===== src/rtl/odc_pkg.sv =====
package odc_pkg;
   // Tie-breaking variant of the round-to-nearest step.
   typedef enum logic {
      TIE_EVEN = 1'b0,
      TIE_AWAY = 1'b1
   } odc_tie_e;
endpackage


===== src/rtl/odc_cand_regs.sv =====
// Twin candidate registers: Q and Q-1, updated by shift-and-append.
module odc_cand_regs #(
   parameter int RADIX_LOG = 4,
   parameter int DIGITS    = 14,
   parameter int MAX_DIGIT = 10,
   localparam int ACC_W    = RADIX_LOG * DIGITS,
   localparam int DIG_W    = RADIX_LOG + 1
) (
   input  logic             clk,
   input  logic             rst_n,
   input  logic             start,
   input  logic             dig_valid,
   input  logic [DIG_W-1:0] digit,
   output logic [ACC_W-1:0] q_r,
   output logic [ACC_W-1:0] qm_r
);
   logic                 neg;
   logic                 pos;
   logic [DIG_W-1:0]     digit_m1;
   logic [RADIX_LOG-1:0] q_nib;
   logic [RADIX_LOG-1:0] qm_nib;
   logic [ACC_W-1:0]     q_src;
   logic [ACC_W-1:0]     qm_src;

   // Low nibbles are the digit and digit-1 taken modulo the radix, for
   // either sign; only the register being shifted depends on the sign.
   always_comb begin
      neg      = digit[DIG_W-1];
      pos      = !neg && (digit != '0);
      digit_m1 = digit - DIG_W'(1);
      q_nib    = digit[RADIX_LOG-1:0];
      qm_nib   = digit_m1[RADIX_LOG-1:0];
      q_src    = neg ? qm_r : q_r;
      qm_src   = pos ? q_r  : qm_r;
   end

   always_ff @(posedge clk or negedge rst_n) begin
      if (!rst_n) begin
         q_r  <= '0;
         qm_r <= '1;
      end else if (start) begin
         q_r  <= '0;
         qm_r <= '1;
      end else if (dig_valid) begin
         q_r  <= {q_src[ACC_W-RADIX_LOG-1:0], q_nib};
         qm_r <= {qm_src[ACC_W-RADIX_LOG-1:0], qm_nib};
      end
   end

   // the predecessor stays exactly one below Q.
   a_r2_r3_pair_offset : assert property (@(posedge clk) disable iff (!rst_n)
      q_r == qm_r + ACC_W'(1));

   // start clears, regardless of a digit in the same cycle.
   a_r1_r9_start_clears : assert property (@(posedge clk) disable iff (!rst_n)
      start |=> (q_r == '0) && (qm_r == '1));

   // idle cycles leave both candidates unchanged.
   a_r4_idle_holds : assert property (@(posedge clk) disable iff (!rst_n)
      (!start && !dig_valid) |=> ($stable(q_r) && $stable(qm_r)));

   // digits stay inside the digit set.
   a_r10_digit_range : assert property (@(posedge clk) disable iff (!rst_n)
      dig_valid |-> (($signed(digit) <= MAX_DIGIT) && ($signed(digit) >= -MAX_DIGIT)));
endmodule


===== src/rtl/odc_round.sv =====
// Round-to-nearest of the truncated quotient down to OUT_W bits.
module odc_round
   import odc_pkg::*;
#(
   parameter int       ACC_W = 56,
   parameter int       OUT_W = 53,
   parameter odc_tie_e TIE   = TIE_EVEN,
   localparam int      LOW_W = ACC_W - OUT_W
) (
   input  logic [ACC_W-1:0] trunc,
   input  logic             exact,
   output logic [OUT_W-1:0] rounded
);
   logic [OUT_W-1:0] kept;
   logic             guard;
   logic             sticky;
   logic             inc;

   assign kept  = trunc[ACC_W-1:LOW_W];
   assign guard = trunc[LOW_W-1];

   generate
      if (LOW_W >= 2) begin : g_sticky_bits
         assign sticky = (|trunc[LOW_W-2:0]) | ~exact;
      end else begin : g_sticky_flag
         assign sticky = ~exact;
      end

      if (TIE == TIE_EVEN) begin : g_tie_even
         assign inc = guard & (sticky | kept[0]);
      end else begin : g_tie_away
         assign inc = guard;
      end
   endgenerate

   assign rounded = kept + OUT_W'(inc);
endmodule


===== src/rtl/odc_convert_round.sv =====
// On-the-fly signed-digit quotient converter with final rounding.
module odc_convert_round
   import odc_pkg::*;
#(
   parameter int       RADIX_LOG = 4,
   parameter int       DIGITS    = 14,
   parameter int       OUT_W     = 53,
   parameter int       MAX_DIGIT = 10,
   parameter odc_tie_e TIE       = TIE_EVEN,
   localparam int      ACC_W     = RADIX_LOG * DIGITS,
   localparam int      DIG_W     = RADIX_LOG + 1
) (
   input  logic             clk,
   input  logic             rst_n,
   input  logic             start,
   input  logic             dig_valid,
   input  logic [DIG_W-1:0] digit,
   input  logic             fin,
   input  logic             res_neg,
   input  logic             res_zero,
   output logic [OUT_W-1:0] quotient,
   output logic             quot_valid
);
   generate
      if (ACC_W <= OUT_W) begin : g_bad_width
         $error("odc_convert_round: digits must supply at least one bit below OUT_W");
      end
      if (MAX_DIGIT >= (1 << RADIX_LOG)) begin : g_bad_digit
         $error("odc_convert_round: MAX_DIGIT must be below the radix");
      end
   endgenerate

   logic [ACC_W-1:0] q_r;
   logic [ACC_W-1:0] qm_r;
   logic [ACC_W-1:0] trunc;
   logic [OUT_W-1:0] rounded;

   odc_cand_regs #(
      .RADIX_LOG (RADIX_LOG),
      .DIGITS    (DIGITS),
      .MAX_DIGIT (MAX_DIGIT)
   ) u_cand (
      .clk       (clk),
      .rst_n     (rst_n),
      .start     (start),
      .dig_valid (dig_valid),
      .digit     (digit),
      .q_r       (q_r),
      .qm_r      (qm_r)
   );

   // a negative residual means Q overshot by one unit.
   assign trunc = res_neg ? qm_r : q_r;

   odc_round #(
      .ACC_W (ACC_W),
      .OUT_W (OUT_W),
      .TIE   (TIE)
   ) u_round (
      .trunc   (trunc),
      .exact   (res_zero),
      .rounded (rounded)
   );

   always_ff @(posedge clk or negedge rst_n) begin
      if (!rst_n) begin
         quotient   <= '0;
         quot_valid <= 1'b0;
      end else begin
         quot_valid <= fin;
         if (fin) quotient <= rounded;
      end
   end

   // valid follows the finish strobe by one cycle.
   a_r8_valid_follows_fin : assert property (@(posedge clk) disable iff (!rst_n)
      fin |=> quot_valid);
   a_r8_valid_needs_fin : assert property (@(posedge clk) disable iff (!rst_n)
      !fin |=> !quot_valid);
   // result holds between finishes.
   a_r8_result_holds : assert property (@(posedge clk) disable iff (!rst_n)
      !fin |=> $stable(quotient));
endmodule


===== config.mk =====
export PLATFORM = sky130hd
export DESIGN_NAME = odc_convert_round
export DESIGN_NICKNAME = d
export VERILOG_FILES = /design/src/rtl/odc_pkg.sv /design/src/rtl/odc_cand_regs.sv /design/src/rtl/odc_round.sv /design/src/rtl/odc_convert_round.sv
export SDC_FILE = /design/constraint.sdc
export NUM_CORES = 1
export LEC_CHECK = 0
export BUFFER_PORTS_ARGS = -buffer_cell sky130_fd_sc_hd__buf_4
export CAP_MARGIN = 10
export CORE_AREA = 2 2 165 135
export CTS_BUF_LIST = sky130_fd_sc_hd__clkbuf_4
export DETAILED_ROUTE_END_ITERATION = 16
export DIE_AREA = 0 0 167 137
export PLACE_DENSITY = 0.67
export SLEW_MARGIN = 20
export SYNTH_ARGS = -nofsm -noshare
export SYNTH_HDL_FRONTEND = slang
export SYNTH_HIERARCHICAL = 1
export SYNTH_SLANG_ARGS = --single-unit

===== constraint.sdc =====
create_clock -name clk -period 2.85 [get_ports clk]
set_clock_uncertainty 0.2 [all_clocks]
set_input_delay 0 -clock clk [delete_from_list [all_inputs] [get_ports clk]]
set_output_delay 0 -clock clk [all_outputs]
set_load 0.02 [all_outputs]

After elaboration in Yosys (flattened, before gate mapping)
Cells that the tools add are included.
{"block": "totals", "reg_bits": 166, "inputBits": 12, "out_inout_bits": 54, "word_cells": 22}
{"block": "op_classes", "add_sub_neg": 2, "n_mux": 7, "bitwise": 4, "reduce_logical": 5}
{"cell": "2-to-1 mux 56 bit", "count": 5}
{"cell": "2-to-1 mux 52 bit", "count": 2}
{"cell": "adder 53 x 1 -> 53 bit", "count": 1}
{"cell": "nonzero test 5 bit", "count": 1}
{"cell": "subtractor 4 x 1 -> 4 bit (second input constant)", "count": 1}
{"cell": "bitwise OR 1 bit", "count": 2}
{"cell": "nonzero test 2 bit", "count": 1}
{"cell": "OR reduction 2 bit", "count": 1}
{"cell": "bitwise AND 1 bit", "count": 1}
{"cell": "logical AND 1 bit", "count": 1}
{"cell": "logical NOT 1 bit", "count": 1}
{"cell": "inverter 1 bit", "count": 1}

Longest topological paths before layout
{"block": "depth", "ltp_word": 6, "depth_mapped": 10, "ltp_nobuf": 9}

By module
The synthesis kept the hierarchy.
{"mod": "odc_cand_regs", "instances": 1, "cells_per_inst": 604, "area_each_um2": 6212.2, "seq_area_each_um2": 2872.8}
{"mod": "odc_convert_round", "instances": 1, "cells_per_inst": 175, "area_each_um2": 3045.4, "seq_area_each_um2": 1351.3}
{"mod": "odc_round", "instances": 1, "cells_per_inst": 181, "area_each_um2": 1173.6, "seq_area_each_um2": 0.0}

Worst setup path before layout
OpenSTA, ideal clock, no wires.
{"block": "synth_timing", "path_type": "reg2reg", "start": "register u_cand.qm_r[2]", "end": "register quotient[24]", "setup_time_ps": 125, "arrival_ps": 2187, "required_time_ps": 2525, "slack_ps": 338, "path_stages_with_launch": 10, "n_path_buf": 0, "period_less_slack_ps": 2512, "cell_sequence": "dfstp_2 -> mux2_2 -> and2_1 -> ha_1 -> nand3_1 -> nor3_2 -> nand2_2 -> or3_1 -> xnor2_1 -> mux2_4"}
{"block": "synth_between", "elab_chain_cells": 3}
{"item": "from (decl)", "line_no": "odc_cand_regs.sv:15", "text": "output logic [ACC_W-1:0] qm_r"}
{"item": "from (signal assigned)", "line_no": "odc_cand_regs.sv:46", "text": "qm_r <= {qm_src[ACC_W-RADIX_LOG-1:0], qm_nib};"}
{"item": "2-to-1 mux 56 bit", "line_no": "odc_convert_round.sv:53", "text": "assign trunc = res_neg ? qm_r : q_r;"}
{"item": "named net trunc[2]", "line_no": "odc_convert_round.sv:35", "text": "logic [ACC_W-1:0] trunc;"}
{"item": "bitwise AND 1 bit", "line_no": "odc_round.sv:30", "text": "assign inc = guard & (sticky | kept[0]);"}
{"item": "adder 53 x 1 -> 53 bit", "line_no": "odc_round.sv:36", "text": "assign rounded = kept + OUT_W'(inc);"}
{"item": "named net rounded[24]", "line_no": "odc_convert_round.sv:36", "text": "logic [OUT_W-1:0] rounded;"}
{"item": "to (signal assigned)", "line_no": "odc_convert_round.sv:71", "text": "if (fin) quotient <= rounded;"}
{"item": "to (decl)", "line_no": "odc_convert_round.sv:21", "text": "output logic [OUT_W-1:0] quotient,"}
The timed path passes the listed nets, and every way through them passes these cells.
A chain may end at the register's enable or synchronous reset.

Worst setup path after layout
{"block": "layout_timing", "start": "register u_cand.qm_r[11]", "end": "register quotient[51]"}
{"block": "layout_between", "elab_chain_cells": 2}
{"item": "2-to-1 mux 56 bit", "line_no": "odc_convert_round.sv:53"}
{"item": "named net trunc[11]", "line_no": "odc_convert_round.sv:35"}
{"item": "adder 53 x 1 -> 53 bit", "line_no": "odc_round.sv:36"}
{"item": "named net rounded[51]", "line_no": "odc_convert_round.sv:36"}
The timed path passes the listed nets, and every way through them passes these cells.

==> summary.md <==
Counting flops with an async set or reset pin after synthesis yields a share of 100%. Endpoint of the worst-slack reg-to-reg timing path: quotient[51]. The TritonCTS sink count was 166; the relative contribution of the clock network to total power was 23.0%.

After synthesis, the largest area contributor takes up 26.4% of total cell area. Across the whole layout, storage elements account for 4220 um2. For the weighted congestion at the end of routability-driven global placement, the log shows 0.904. Hold timing on the final database bottoms out at a slack of 0.126 ns. The final max-slew violation count is 0. The path depth of the worst reg2reg path works out to 8. From synthesis to final layout, the design area changed by 11.4%.

The detail route stage leaves a number of antenna-violating nets equal to 0. The final route contains 7,803 vias. The type of element capturing the critical path is a register. Wires add up to 26,100 um. Combinational family with the most area after synthesis: multiplexers.

For the worst setup path, the data required time is 3.09 ns. The sum of overflow across all layers after global routing was 0; the power after layout was 5.85 mW. The synthesized design spends more area on one cell type than any other, namely dfrtp_1. The tools report the post-synth net total as 974. The first global-routing pass estimated 41,200 um of wire. The leakage power was 4.92 nW; the share of synthesized cell area in full adder, half adder and majority cells was 0.240%. The number of distinct library cells after synthesis was 45. The summed area of non-filler cells in the final layout was 11,600 um2. The number of stages on the worst hold path works out to 4. In this run the critical register-to-register path is launched from u_cand/qm_r[11].

The die covers 22,900 um2. The insertion delay to the later sink of the worst-skew pair was 0.57 ns. The top fanout value on the critical path was 5; the number of warning messages in the yosys log was 6. In this run, the number of DRC markers left after iteration 0 of detailed routing was 809. STA classifies the critical path startpoint as a register.

The flow ran to the end, and the final reports show no timing, DRC or antenna violations. The clock period minus final worst setup slack was 2.73 ns. Count of input and output buffers: 65. The switching component of the power was 1.98 mW; the placeable core area was 21,200 um2. Power spread over the standard cell area amounts to 503 nW/um2. VDD sags by at most 357 uV. The tools report the clock tree buffer depth as 2. In the post-synthesis netlist, the biggest area contributors are dfrtp_1, dfstp_2, mux2_4. The worst setup path is of the register to register kind.

The filler cells instantiated in the layout total 1,841. The share of total power dissipated in sequential elements is 48.9%. In this run the number of H-tree levels came out at 4. The total clock buffers created by CTS was 17.

The hold violation count in the final report was 0; the headroom to the max-slew limit was 36.5%. The total negative setup slack is 0 ns, and the number of global-route vias before repair is 7,282. Synthesis inferred 166 register bits. The root buffer cell chosen for the clock tree is clkbuf_4. Clock-pin slew was measured on the worst setup and hold paths at 0.15 ns. The source of the worst hold timing path is digit[3]. For this run, the register share of the synthesized area comes to 40.5%. Summing the areas of all and, or, nand and nor instances in the mapped netlist gives 18.4% of the synthesized area. Based on the critical path, the design can be clocked at up to 0.366 GHz. The commonest cells after synthesis are nor2_1, dfrtp_1, mux2_4, nor3_1, dfstp_2. The pre-CTS setup slack is 0.126 ns. Global-route usage over all layers: 22.7%.

Dominant cell by count in the synthesized netlist: nor2_1. The portion of synthesized area spent on multiplexers is 20.3%. The fraction of power consumed by combinational cells was 28.1%; the total of max-cap violations was 0. Setup repair after global routing left no endpoint under its margin. The mapped netlist covers 10,400 um2. The synthesized netlist devotes 4.52% of its cell area to XOR and XNOR gates. For the minimum setup slack in the final design, the log shows 0.117 ns. Post-layout utilization of the core: 54.8%. Counting every instance in the synthesized netlist gives 960. The tools report the worst hold path endpoint as u_cand/qm_r[3]. Once placement finished, the instance area stood at 11,100 um2.

Including well taps, the total number of placed cells is 1,243. In this run, synthesis inferred 0 flip-flops with an integrated enable. The per-cell via count in the routed design was 6.00. The worst-margin pin slew is 0.952 ns, and the total DRC errors in the routed layout is 0. In the final layout, the share of cells above drive strength 1 is 33.7%. In the final layout, the multi-input gates occupy 5690 um2.

The switching part of the total is 33.9%. TritonCTS built the clock tree. Total number of nets in the final design: 1,025.

The tightest min-delay check is of the input pin to register type. The post-layout instance count excluding filler cells came out at 1,300. The floorplan step set the die height to 137 um.

Entering global routing, the biggest net connects 219 pins. The tools report the source of the critical timing path as u_cand/qm_r[11]. The number of setup violations in the final report is 0, and the internal power consumption is 3.87 mW. Among all flip-flop cells after synthesis, the most frequent one is dfrtp_1. After synthesis, the mean cell area works out to 10.9 um2. The first TritonRoute pass finished after 5 iterations. The placed wire-length estimate after detailed placement came out at 17,200 um.

The logs give 2.98 ns for the worst path arrival time and 0.12 ns for the worst-case register-to-register setup slack. Of the available clock period, the critical path in the final layout requires 95.9%. Initial antenna violation count: 1. Dividing the detail-routed wire length by the instance count gives 20.1 um. The effective utilization at floorplan is 49.2%, and the area fraction in compound gates after synthesis is 11.0%. In this run the horizontal extent of the chip is 167 um.

For this design the top-level I/O count stands at 66. The floorplan has 48 rows.
-- worst max-delay path: stages (launching register included) --
cell and delay [ns]:
dfstp_2 0.59, mux2_2 0.24, nand4_2 0.25, nor4_1 0.35, buf_4 0.17, nand4_1 0.19
nor3_1 0.25, xor2_1 0.09, mux2_2 0.27
-- per-layer routing --
metal / GRT usage, % / vias to the layer above / part of all wire [%]
met1: 35.2 / 3905 / 51
met5: 0 / - / 0
met2: 33.0 / 218 / 42
li1: - / 3660 / -
met4: 5.03 / 0 / 1.5
met3: 3.93 / 20 / 4.9
-- cells by family (layout without fill, tap and decap cells) --
family                     count (synthesis)  after routing
other                                      0              1
muxes                                    164            164
AOI/OAI and AO/OA                        112            112
DFF                                      166            166
adders and majority gates                  2              2
and+or+nand+nor                          366            366
xor gates and xnor gates                  53             53
buffers and inverters                     97            161
-- flip-flops by register name (all words and copies together), names as in the netlist --
signal,flops
u_cand/q_r,56
quot_valid,1
quotient,53
u_cand/qm_r,56
-- repair_timing --
action                                 in CTS  in global routing
gates resized for setup                     0                  1
endpoints found under the hold margin     307                  0
buffers inserted                            0                  1
setup endpoints to repair                   0                  8
hold buffers                               23                  0
-- cell usage in the layout (no fill, tap or decap), types with 7 or more instances in the layout --
master | Yosys | final
dfrtp_1 | 110 | 110
a211oi_1 | 52 | 52
dlygate4sd3_1 | 0 | 22
inv_1 | 10 | 10
nand2_1 | 27 | 26
buf_4 | 4 | 83
a221oi_1 | 7 | 7
xnor2_1 | 27 | 27
xor2_1 | 25 | 25
clkbuf_4 | 0 | 18
buf_12 | 0 | 9
nor2_1 | 152 | 152
mux2_4 | 90 | 90
dfstp_2 | 56 | 56
nand3_1 | 22 | 22
nor3_1 | 71 | 71
a221oi_2 | 17 | 17
a311oi_2 | 22 | 22
mux2_2 | 19 | 19
nand4_1 | 17 | 17
and4_1 | 50 | 50
mux2i_1 | 55 | 55
-- cell type report --
| cell class | instances | area share, % |
|---|---|---|
| multi-input combinational | 697 | 48.9 |
| inverter | 12 | 0.387 |
| timing repair buffer | 117 | 9.09 |
| clock buffer | 18 | 1.16 |
| antenna | 1 | 0.0215 |
| sequential | 166 | 36.3 |
| clock inverter | 14 | 1.10 |
| tap | 275 | 2.96 |
-- power by group through the flow --
stage | clock network (mW) | logic [mW] | registers (mW)
finish | 1.34 | 1.65 | 2.86
global route | 1.48 | 1.75 | 2.90
CTS | 1.39 | 1.64 | 2.86
detailed placement | 0 | 1.61 | 2.90
global placement | 0 | 1.58 | 2.89
floorplan | 0 | 0.949 | 3.00
-- how the worst max path moves through the flow --
stage | cells past startpoint | slack [ns] | to
finish | 8 | 0.12 | quotient[51]
detailed placement | 9 | 0.13 | quotient[44]
global placement | 9 | 0.19 | quotient[24]
CTS | 9 | 0.1 | quotient[24]
global route | 9 | 0.04 | quotient[32]
floorplan | 9 | 0.34 | quotient[24]
Power figures use the tool's default switching activity.
